### src/rtl/vlm_pkg.sv
package vlm_pkg;
   localparam int unsigned VLM_NCH   = 4;
   localparam int unsigned CH_WIDTH  = 0;
   localparam int unsigned CH_PERIOD = 1;
   localparam int unsigned CH_FIRST  = 2;
   localparam int unsigned CH_LAST   = 3;
endpackage

### src/rtl/vlm_line_counter.sv
module vlm_line_counter #(
   parameter int unsigned CNT_W    = 12,
   parameter bit          SATURATE = 1'b1
) (
   input  logic             clk,
   input  logic             rst_n,
   input  logic             restart,
   input  logic             step,
   output logic [CNT_W-1:0] count
);
   localparam logic [CNT_W-1:0] CNT_MAX = '1;

   logic [CNT_W-1:0] cnt_q;
   logic [CNT_W-1:0] cnt_nxt;

   generate
      if (SATURATE) begin : g_sat
         assign cnt_nxt = (cnt_q == CNT_MAX) ? cnt_q : cnt_q + 1'b1;
      end else begin : g_wrap
         assign cnt_nxt = cnt_q + 1'b1;
      end
   endgenerate

   always_ff @(posedge clk) begin
      if (!rst_n)       cnt_q <= '0;
      else if (restart) cnt_q <= '0;
      else if (step)    cnt_q <= cnt_nxt;
   end

   assign count = cnt_q;
endmodule

### src/rtl/vlm_active_tracker.sv
module vlm_active_tracker #(
   parameter int unsigned CNT_W = 12
) (
   input  logic             clk,
   input  logic             rst_n,
   input  logic             restart,
   input  logic             line_end,
   input  logic             video_seen,
   input  logic [CNT_W-1:0] line_idx,
   output logic [CNT_W-1:0] first_line,
   output logic [CNT_W-1:0] last_line
);
   logic             pend_q;
   logic             found_q;
   logic [CNT_W-1:0] first_q;
   logic [CNT_W-1:0] last_q;
   logic             hit;

   assign hit = line_end & ~restart & (pend_q | video_seen);

   always_ff @(posedge clk) begin
      if (!rst_n || restart) pend_q <= 1'b0;
      else if (line_end)     pend_q <= 1'b0;
      else if (video_seen)   pend_q <= 1'b1;
   end

   always_ff @(posedge clk) begin
      if (!rst_n || restart) begin
         found_q <= 1'b0;
         first_q <= '0;
         last_q  <= '0;
      end else if (hit) begin
         last_q <= line_idx;
         if (!found_q) begin
            found_q <= 1'b1;
            first_q <= line_idx;
         end
      end
   end

   assign first_line = first_q;
   assign last_line  = last_q;
endmodule

### src/rtl/vlm_result_bank.sv
module vlm_result_bank #(
   parameter int unsigned NCH    = 4,
   parameter int unsigned CNT_W  = 12,
   parameter int unsigned WORD_W = 16
) (
   input  logic                        clk,
   input  logic                        rst_n,
   input  logic                        load,
   input  logic [NCH-1:0][CNT_W-1:0]   live_vals,
   output logic [NCH-1:0][WORD_W-1:0]  words
);
   localparam int unsigned PAD_W = WORD_W - CNT_W;

   for (genvar ch = 0; ch < NCH; ch++) begin : g_ch
      logic [CNT_W-1:0] hold_q;

      always_ff @(posedge clk) begin
         if (!rst_n)    hold_q <= '0;
         else if (load) hold_q <= live_vals[ch];
      end

      if (PAD_W == 0) begin : g_nopad
         assign words[ch] = hold_q;
      end else begin : g_pad
         assign words[ch] = {hold_q, {PAD_W{1'b0}}};
      end
   end
endmodule

### src/rtl/vline_meter.sv
module vline_meter #(
   parameter int unsigned CNT_W    = 12,
   parameter int unsigned WORD_W   = 16,
   parameter bit          SATURATE = 1'b1
) (
   input  logic              clk,
   input  logic              rst_n,
   input  logic              hs_stb,
   input  logic              vs_lead_stb,
   input  logic              vs_trail_stb,
   input  logic              video_seen,
   output logic [WORD_W-1:0] rd_width,
   output logic [WORD_W-1:0] rd_period,
   output logic [WORD_W-1:0] rd_first,
   output logic [WORD_W-1:0] rd_last
);
   import vlm_pkg::*;

   generate
      if (CNT_W < 2)      begin : g_bad_cnt  $error("CNT_W must be at least 2");      end
      if (WORD_W < CNT_W) begin : g_bad_word $error("WORD_W must not be below CNT_W"); end
   endgenerate

   logic [CNT_W-1:0] line_cnt;
   logic [CNT_W-1:0] width_q;
   logic [CNT_W-1:0] first_w;
   logic [CNT_W-1:0] last_w;
   logic             line_step;
   logic [VLM_NCH-1:0][CNT_W-1:0]  live;
   logic [VLM_NCH-1:0][WORD_W-1:0] words;

   assign line_step = hs_stb & ~vs_lead_stb;

   vlm_line_counter #(.CNT_W(CNT_W), .SATURATE(SATURATE)) u_cnt (
      .clk     (clk),
      .rst_n   (rst_n),
      .restart (vs_lead_stb),
      .step    (line_step),
      .count   (line_cnt)
   );

   vlm_active_tracker #(.CNT_W(CNT_W)) u_act (
      .clk        (clk),
      .rst_n      (rst_n),
      .restart    (vs_lead_stb),
      .line_end   (hs_stb),
      .video_seen (video_seen),
      .line_idx   (line_cnt),
      .first_line (first_w),
      .last_line  (last_w)
   );

   always_ff @(posedge clk) begin
      if (!rst_n || vs_lead_stb) width_q <= '0;
      else if (vs_trail_stb)     width_q <= line_cnt;
   end

   always_comb begin
      live[CH_WIDTH]  = width_q;
      live[CH_PERIOD] = line_cnt;
      live[CH_FIRST]  = first_w;
      live[CH_LAST]   = last_w;
   end

   vlm_result_bank #(.NCH(VLM_NCH), .CNT_W(CNT_W), .WORD_W(WORD_W)) u_bank (
      .clk       (clk),
      .rst_n     (rst_n),
      .load      (vs_lead_stb),
      .live_vals (live),
      .words     (words)
   );

   assign rd_width  = words[CH_WIDTH];
   assign rd_period = words[CH_PERIOD];
   assign rd_first  = words[CH_FIRST];
   assign rd_last   = words[CH_LAST];
endmodule

### config.mk
export PLATFORM = sky130hd
export DESIGN_NAME = vline_meter
export DESIGN_NICKNAME = d
export VERILOG_FILES = /design/src/rtl/vlm_pkg.sv /design/src/rtl/vlm_line_counter.sv /design/src/rtl/vlm_active_tracker.sv /design/src/rtl/vlm_result_bank.sv /design/src/rtl/vline_meter.sv
export SDC_FILE = /design/constraint.sdc
export NUM_CORES = 1
export LEC_CHECK = 0
export ABC_AREA = 1
export BUFFER_PORTS_ARGS = -buffer_cell sky130_fd_sc_hd__buf_4
export CORE_MARGIN = 1
export CORE_UTILIZATION = 54
export DETAILED_ROUTE_END_ITERATION = 10
export PLACE_DENSITY = 0.78
export SETUP_SLACK_MARGIN = 0.5
export SLEW_MARGIN = 10
export SYNTH_ARGS = -nofsm -noshare
export SYNTH_HDL_FRONTEND = slang
export SYNTH_SLANG_ARGS = --single-unit
export TNS_END_PERCENT = 10
### constraint.sdc
create_clock -name clk -period 2.15 [get_ports clk]
set_clock_uncertainty 0.2 [all_clocks]
set_input_delay 0.43 -clock clk [delete_from_list [all_inputs] [get_ports clk]]
set_output_delay 0.43 -clock clk [all_outputs]
set_load 0.02 [all_outputs]
======== Word level (Yosys, flattened, before mapping) ========
Cells that the tools add are included.
storage, ports and cells
  bits in registers ....................... 98
  bits in latches ......................... 0
  RAM bits ................................ 0
  bits in read-only memories .............. 0
  input port bits ......................... 6
  word-level logic and storage cells ...... 25
  memories kept ........................... 0
operators by class
  add/subtract/negate cells ............... 1
  multiply operators ...................... 0
  divide/modulo/power cells ............... 0
  magnitude comparators ................... 0
  eq/ne operators ......................... 1
  shift operators ......................... 0
  mux-type cells .......................... 0
  bitwise gates (word level) .............. 7
  reduce and logical (&&, ||, !) cells .... 6
operators by type and width
  kind                   number
  $add 12x1->12 const B  1
  $eq 12x12->1 const B   1
  $not 1->1              4
  $reduce_and 2->1       2
  $reduce_or 2->1        2
  $and 1x1->1            2
  $logic_not 1->1        1
  $logic_or 1x1->1       1
  $or 1x1->1             1

======== Longest topological paths before layout ========
Gate-level depths: netlist (run 1).
  depth in word-level cells ............... 4
  depth in mapped cells ................... 9

======== Modules after synthesis ========
Synthesis (run 1) repeated with hierarchy kept, for this count alone.
second synthesis, totals
  cell total of the unflattened synthesis .. 650
  area, all modules ....................... 4384.2 µm²
by module, submodules not included
  module              times used  cells an instance  area each (µm²)
  vlm_result_bank     1           321                2097.0
  vlm_active_tracker  1           170                1124.8
  vlm_line_counter    1           103                685.7
  vline_meter         1           56                 476.7

======== Worst setup path before layout (run 1) ========
OpenSTA, ideal clock, no wires.
  kind .................................... reg2reg
  from .................................... register u_cnt.cnt_q[1], in the netlist u_cnt.count[1]
  to ...................................... register u_cnt.cnt_q[6], in the netlist u_cnt.count[6]
  setup time .............................. 115 ps
  data arrival time ....................... 1220 ps
  required time ........................... 1835 ps
  slack ................................... 615 ps
  cell stages (with the launch flop) ...... 8
  buffers on the path ..................... 1
  period minus slack after synthesis ...... 1535 ps
  cells stage by stage .................... dfxtp_1 ha_1 nand2_2 nor2_2 nand3_2 buf_6 a21oi_1 nor2_1
between the ends
  longest elaborated chain between the ends .. 3
  elaborated cells on any way between the ends .. 4
  those cells by class .................... add/sub: 1; eq/ne: 1; bitwise: 1; reduce/logical: 1
ends and longest elaborated chain
  what                                                                   RTL line                RTL
  start, declared                                                        vlm_line_counter.sv:13  logic [CNT_W-1:0] cnt_q;
  start signal, assigned                                                 vlm_line_counter.sv:27  else if (step) cnt_q <= cnt_nxt;
  parallel branches: the longest is 3 deep, another holds $add 12x1->12  n/a
Several ways; the timed one is not identified.
A chain may end at the register's enable or synchronous reset.

======== Worst setup path after layout (run 1) ========
  from .................................... input vs_lead_stb
  to ...................................... register u_act.first_q[6], in the netlist u_act.first_line[6]
between the ends
  longest elaborated chain between the ends .. 4
  elaborated cells on any way between the ends .. 5
  those cells by class .................... bitwise: 3; reduce/logical: 2
ends and longest elaborated chain
  what                        RTL line                  RTL
  start, declared             vline_meter.sv:9          input logic vs_lead_stb,
  $not 1->1                   vlm_active_tracker.sv:19  assign hit = line_end & ~restart & (pend_q | video_seen);
  $and 1x1->1 (2 in a row)    vlm_active_tracker.sv:19
  $reduce_and 2->1 (no line)  n/a
  end signal, assigned        vlm_active_tracker.sv:36  first_q <= line_idx;
  end, declared               vlm_active_tracker.sv:15  logic [CNT_W-1:0] first_q;
Several ways; a longest one is shown, not always the timed one.

==> out/metrics.yaml, run 1 <==
setup_path:
  cp_cell_sequence: "buf_4, inv_2, nand2_4, nor2_4, nand2_4, inv_2, o21ai_0, a21oi_1"
  required_ns: 2.23
  r2r-start: "u_cnt.count[0]"
  crit_fanout: 14
  r2r-end: "u_cnt.count[10]"
  critPathLaunchType: "input pin"
  worstSetupPathType: "input pin to flop"
  r2r_slack_ns: 0.56
  endpoint_kind: "flop"
  critPathSlowestCell: "nor2_4"
  cp_data_arrival_time_ns: 1.69
  critical-path-max-stage-delay_ns: 0.26
  rr_worst_depth: 9
cts:
  cts_hold_buf: 0
  htreeDepth: 3
  clk_pin_slew_worst_paths_ns: 0.09
  cts_buffers: 9
  cts.sinks: 98
  clk_latency_ns: 0.35
  root_buffer: "clkbuf_8"
  cts_tree: "built"
  clk_path_buf_depth: 2
sta:
  finalMaxSlewViolations: 0
  hold_violations: 0
  setup_violations: 0
  final.min_clock_period_ns: 1.60
  max_freq_ghz: 0.624
  finalCritPeriodShare: 0.746
  finalSetupTns_ns: 0
  rsz0062_at_grt: "true"
global_route:
  grt.total_usage: 0.238
  antenna_found_initial: 0
  grt_pass1_vias: 2775
  grt_pass1_wl_microns: 13500
  overflow: 0
  grt_max_degree: 54
logic_synthesis:
  synth_top_cell_by_area: "dfxtp_1"
  synthTopCellsByArea: "dfxtp_1, nor2_1, o21ai_0, a21oi_1, nand2_1"
  synth_mux_area_frac: 0
  synth_cell_types: 25
  synth_compound_area_frac: 0.179
  syn-cell-area_sq_um: 3690
  yosysMostFrequentCell: "dfxtp_1"
  syn_area_per_cell_sq_um: 7.85
  yosys_register_bits: 98
  yosysSeqAreaShare: 0.532
  synthSimpleGateAreaFrac: 0.191
  ys_warn_count: 0
  yosys-top-cells-count: "dfxtp_1, nor2_1, o21ai_0"
  synth_top_family_by_area: "simple AND/OR/NAND/NOR gates"
  synth_cells: 470
  synth_ff_type: "dfxtp_1"
  synth_fa_ha_area_frac: 0.00339
  synth_edf_count: 0
  synth_xor_area_frac: 0
  async_reset_ff_frac: 0
  synth_top_area_share: 0.532
pwr:
  clkPwrFrac: 0.348
  power_switching_uw: 894
  vdd_drop_max_mv: 0.376
  power_leakage_nw: 1.73
  comb_power_share: 0.097
  power_frac_seq: 0.554
  powerDensity_nw_per_um2: 789
  p_int_mw: 2.53
  switching_share: 0.261
floorplanning:
  io_pins: 70
  initial_core_util: 0.571
  die_area_sq_um: 7160
  num_rows: 29
  die_y_microns: 84.6
  core_area_sq_um: 6460
  die_x_microns: 84.6
detailed_routing:
  drt-total-wl_microns: 8230
  antenna_left: 0
  viasPerCell: 5.21
  drt_iter0_drc: 249
  avgRoutedWirePerCell_microns: 13.7
  dr.pass1.iters: 6
  drc: 0
  vias: 3138
min_path:
  hold_class: "input pin to flop"
  min_delay_worst_endpoint: "u_act.pend_q"
  holdPathStages: 2
  hp-start: "hs_stb"
placement:
  dp_hpwl_microns: 5400
  port-buffer-count: 53
  place.gp.congestion: 0.895
layout:
  area_growth_pct: 17.7
  nets: 527
  utilization: 0.672
  drive_gt1_frac: 0.198
  diodes: 0
  multi_input_area_sq_um: 1480
  fillCellCount: 570
  seq_area_sq_um: 1970
job:
  cap_violations: 0
status:
  status: "completed"
==> metrics by stage <==
step	instances	hold slack (ns)	setup WS (ns)	cell area, sq um	total power [mW]
4_1_cts	599	0.0610	0.507	4300	3.44
6_report	602	0.0739	0.547	4340	3.42
3_3_place_gp	582	0.242	0.257	4070	2.26
3_5_place_dp	582	0.245	0.230	4070	2.27
5_1_grt	602	0.0645	0.415	4340	3.56
2_1_floorplan	485	0.229	0.615	3740	2.18
==> layer usage <==
layer  up-vias  wire, microns  global-route usage
met5         -              0                   0
met4         0             52              0.0755
met3         7            508              0.0413
met2        93           3830               0.383
met1      1446           3840               0.327
li1       1592              -                   -
==> what timing repair did <==
item                                    4_1_cts  5_1_grt
setup buffers                                 0        2
endpoints found under the setup margin       12       25
pin swaps                                     1        1
cloned                                        1        1
resized for setup                             5       10
==> layout by cell type (no fill, tap or decap) <==
master / n
clkinv_2: 2
ha_2: 1
inv_2: 2
o21ai_0: 70
inv_6: 2
inv_1: 23
nand2_1: 48
clkinvlp_4: 3
nand3_4: 1
bufinv_16: 1
clkbuf_8: 9
nand4_1: 1
a21oi_1: 59
conb_1: 16
dfxtp_1: 94
nand2_4: 3
nand3_2: 1
nor3_1: 3
buf_4: 65
inv_8: 1
nor2_1: 95
nor2_4: 4
dfxtp_4: 1
nand2_2: 3
and2_1: 1
dfxtp_2: 3
o21ai_1: 3
nand3_1: 8
nor2_2: 2
==> layout make-up <==
cell class              count  share of cell area
repair inverters            1             0.00173
clock inverters             7              0.0176
clock buffers               9              0.0285
flip-flops and latches     98               0.454
multi-input cells         319               0.340
inverters                  26              0.0233
repair buffers             65               0.112
well taps                  77              0.0222
==> power groups by stage <==
stage / sequential, mW / clock, mW / combinational, mW
finish: 1.90 / 1.19 / 0.334
global route: 1.91 / 1.29 / 0.369
CTS: 1.90 / 1.21 / 0.329
detailed placement: 1.94 / 0 / 0.327
global placement: 1.94 / 0 / 0.321
floorplan: 1.99 / 0 / 0.187
==> critical path: cells and delay by family <==
family                 cells  cell delay, ns
AO/OA/AOI/OAI              2            0.26
AND/OR/NAND/NOR            3            0.51
buffers and inverters      3            0.46
==> worst max path at each step <==
stage | to | from | slack, ns
2_1_floorplan | u_cnt.count[6] | u_cnt.count[1] | 0.62
3_3_place_gp | u_cnt.count[1] | u_cnt.count[1] | 0.26
3_5_place_dp | u_cnt.count[0] | u_cnt.count[1] | 0.23
4_1_cts | u_cnt.count[10] | u_cnt.count[0] | 0.51
5_1_grt | u_cnt.count[10] | u_cnt.count[0] | 0.42
6_report | u_act.first_line[6] | vs_lead_stb | 0.55
==> sequential cells by signal, summed over array words and instances (netlist names) <==
name,flops
u_act.found_q,1
u_bank.g_ch.hold_q,48
u_act.last_line,12
u_act.pend_q,1
width_q,12
u_cnt.count,12
u_act.first_line,12
==> cells by family after synthesis <==
family,after synthesis
flops,98
compound gates,132
simple gates,169
other cells,1
buf+inv,69
fa+ha+maj,1
(Power assumes the default switching activity.)
==> run 2, diff against run 1 <==
- ABC_AREA: 1 -> 0
- CORE_UTILIZATION: 54 -> 50
- PLACE_DENSITY: 0.78 -> 0.76
- clock period: 2.15 -> 1.4 ns (I/O delays scaled with it)
==> run 2 against run 1 <==
  * The run now ends with negative setup slack left
  * First-iteration DRC count decreased by 47%
  * Worst hold slack got worse by 0.020 ns
  * Critical path depth fell by 2
  * Clock power increased by 48%
  * Combinational power rose by 17%
  * Sequential power up 46%
  * Synthesized cell count decreased by 14%
  * Die area increased by 14%
  * Sequential share of layout area decreased by 9.6 points
  * Non-clock buffer count increased by 49
  * Critical endpoint is now u_cnt.count[4]
  * Count of clock-buffer cells in the layout grew 3
  * Total power is 44% higher
==> out/metrics.yaml, run 2 <==
global_route:
  grt_pass1_vias: 2966
  grt.total_usage: 0.227
  overflow: 0
  grt_pass1_wl_microns: 14700
  antenna_found_initial: 0
  grt_max_degree: 49
logic_synthesis:
  syn_area_per_cell_sq_um: 9.66
  yosys-top-cells-count: "dfxtp_1, mux2i_1, nor2b_1"
  synthTopCellsByArea: "dfxtp_1, mux2i_1, nor2b_1, nand2_1, a21oi_1"
  ys_warn_count: 0
  synth_edf_count: 0
  yosys_register_bits: 98
  syn-cell-area_sq_um: 3910
  synthSimpleGateAreaFrac: 0.185
  yosysMostFrequentCell: "dfxtp_1"
  synth_xor_area_frac: 0.00224
  synth_top_cell_by_area: "dfxtp_1"
  synth_top_family_by_area: "simple AND/OR/NAND/NOR gates"
  async_reset_ff_frac: 0
  synth_cells: 405
  synth_top_area_share: 0.501
  synth_mux_area_frac: 0.159
  synth_fa_ha_area_frac: 0.00320
  yosysSeqAreaShare: 0.501
  synth_cell_types: 35
  synth_compound_area_frac: 0.0841
  synth_ff_type: "dfxtp_1"
cts:
  cts.sinks: 98
  root_buffer: "clkbuf_8"
  clk_pin_slew_worst_paths_ns: 0.09
  htreeDepth: 3
  clk_latency_ns: 0.37
  cts_hold_buf: 0
  cts_tree: "built"
  clk_path_buf_depth: 2
  cts_buffers: 9
setup_path:
  required_ns: 1.49
  rr_worst_depth: 6
  critPathLaunchType: "flop"
  crit_fanout: 3
  r2r-end: "u_cnt.count[4]"
  r2r_slack_ns: -0.20
  endpoint_kind: "flop"
  r2r-start: "u_cnt.count[1]"
  cp_data_arrival_time_ns: 1.69
  worstSetupPathType: "flop to flop"
detailed_routing:
  drt-total-wl_microns: 10500
  drc: 0
  vias: 3220
  avgRoutedWirePerCell_microns: 17.6
  viasPerCell: 5.37
  dr.pass1.iters: 4
  drt_iter0_drc: 131
  antenna_left: 0
min_path:
  hold_class: "input pin to flop"
  holdPathStages: 3
  min_delay_worst_endpoint: "u_act.pend_q"
  hp-start: "hs_stb"
layout:
  drive_gt1_frac: 0.539
  layout_common_cells: "buf_6, mux2i_1, dfxtp_2"
  top_register: "u_bank.g_ch.hold_q"
  fillCellCount: 434
  area_growth_pct: 47.3
  utilization: 0.778
  diodes: 0
  largest_reg_flops: 48
  final_common_cell: "buf_6"
  nets: 506
floorplanning:
  die_area_sq_um: 8190
  die_x_microns: 90.5
  core_area_sq_um: 7410
  die_y_microns: 90.5
  num_rows: 31
  io_pins: 70
  initial_core_util: 0.528
sta:
  finalMaxSlewViolations: 0
  rsz0062_at_grt: "true"
  max_freq_ghz: 0.626
  setup_violations: 11
  holdWs_ns: 0.0537
  hold_violations: 0
  final.min_clock_period_ns: 1.60
  finalWorstSetupSlack_ns: -0.199
  finalCritPeriodShare: 1.14
pwr:
  power_leakage_nw: 2.32
  powerDensity_nw_per_um2: 855
  power_mw: 4.93
  vdd_drop_max_mv: 0.609
status:
  status: "complete, but fails checks"
  violations: "negative setup slack"
job:
  cap_violations: 0
placement:
  dp_slack_ns: -0.219
  dp_hpwl_microns: 5950
  place.gp.congestion: 0.867
  port-buffer-count: 53
-- run 2: cell count changes after synthesis, moves of 3 or more --
cell      before  now
buf_2          5   17
nand2_1       50   43
nor2b_1        0   50
nor2_1        97   25
clkbuf_1      17   10
nor2_4         3    0
nand3_1        8    3
inv_1         24    0
nand2b_1       0    3
o21ai_0       70   15
a21oi_1       59   28
mux2i_1        0   62
-- run 2: report_power, final --
| part | leakage (nW) | internal (mW) | switching (mW) |
|---|---|---|---|
| Combinational | 1.40 | 0.164 | 0.226 |
| Sequential | 0.825 | 2.77 | 0.00613 |
| Clock | 0.0955 | 0.827 | 0.932 |
| Total | 2.32 | 3.76 | 1.16 |
-- run 2: repair_timing --
| item | CTS | global route |
|---|---|---|
| pin swaps | 45 | 60 |
| resized for setup | 164 | 92 |
| setup endpoints to repair | 146 | 140 |
| gates cloned | 2 | 0 |
| buffers inserted | 10 | 2 |
-- run 2: how the worst max path moves through the flow --
| stage | from | endpoint | depth (start not counted) |
|---|---|---|---|
| 4_1_cts | u_cnt.count[0] | u_cnt.count[6] | 5 |
| 6_report | u_cnt.count[1] | u_cnt.count[4] | 6 |
| 2_1_floorplan | u_cnt.count[1] | u_cnt.count[0] | 5 |
| 3_3_place_gp | u_cnt.count[10] | u_cnt.count[7] | 4 |
| 5_1_grt | u_cnt.count[0] | u_cnt.count[4] | 6 |
| 3_5_place_dp | u_cnt.count[10] | u_cnt.count[7] | 4 |
-- run 2: kinds of logic after synthesis --
kind of cell | Yosys count
flops | 98
simple gates | 139
mux | 62
other cells | 1
compound gates | 57
xor+xnor | 1
buf+inv | 46
fa+ha+maj | 1
-- run 2: critical path: stages, from the launching register on --
cell and delay (ns):
dfxtp_4 0.36, ha_4 0.18, nand2_4 0.11, nor4_4 0.05
buf_4 0.13, or3_1 0.34, a21oi_2 0.15
-- run 2: layer usage --
layer  vias up  part of all wire  GRT usage
met2        95              0.51      0.370
met1      1574              0.42      0.288
met3        32             0.046     0.0564
li1       1519                 -          -
met5         -                 0          0
met4         0             0.027     0.0887
-- run 2: area by class of cell --
cell class / instances / area, sq um / share of cell area
repair buffers: 114 / 1190 / 0.206
flip-flops and latches: 98 / 2060 / 0.358
well taps: 99 / 124 / 0.0215
multi-input cells: 276 / 2200 / 0.382
clock buffers: 12 / 176 / 0.0306
clock inverters: 1 / 8.76 / 0.00152
-- run 2: per-stage QoR --
stage	instances	TNS, ns	instance area [sq um]
2_1_floorplan	420	-2.56	4060
3_3_place_gp	573	-3.86	4660
3_5_place_dp	573	-5.82	4660
4_1_cts	598	-0.685	5410
5_1_grt	600	-1.75	5760
6_report	600	-1.29	5760
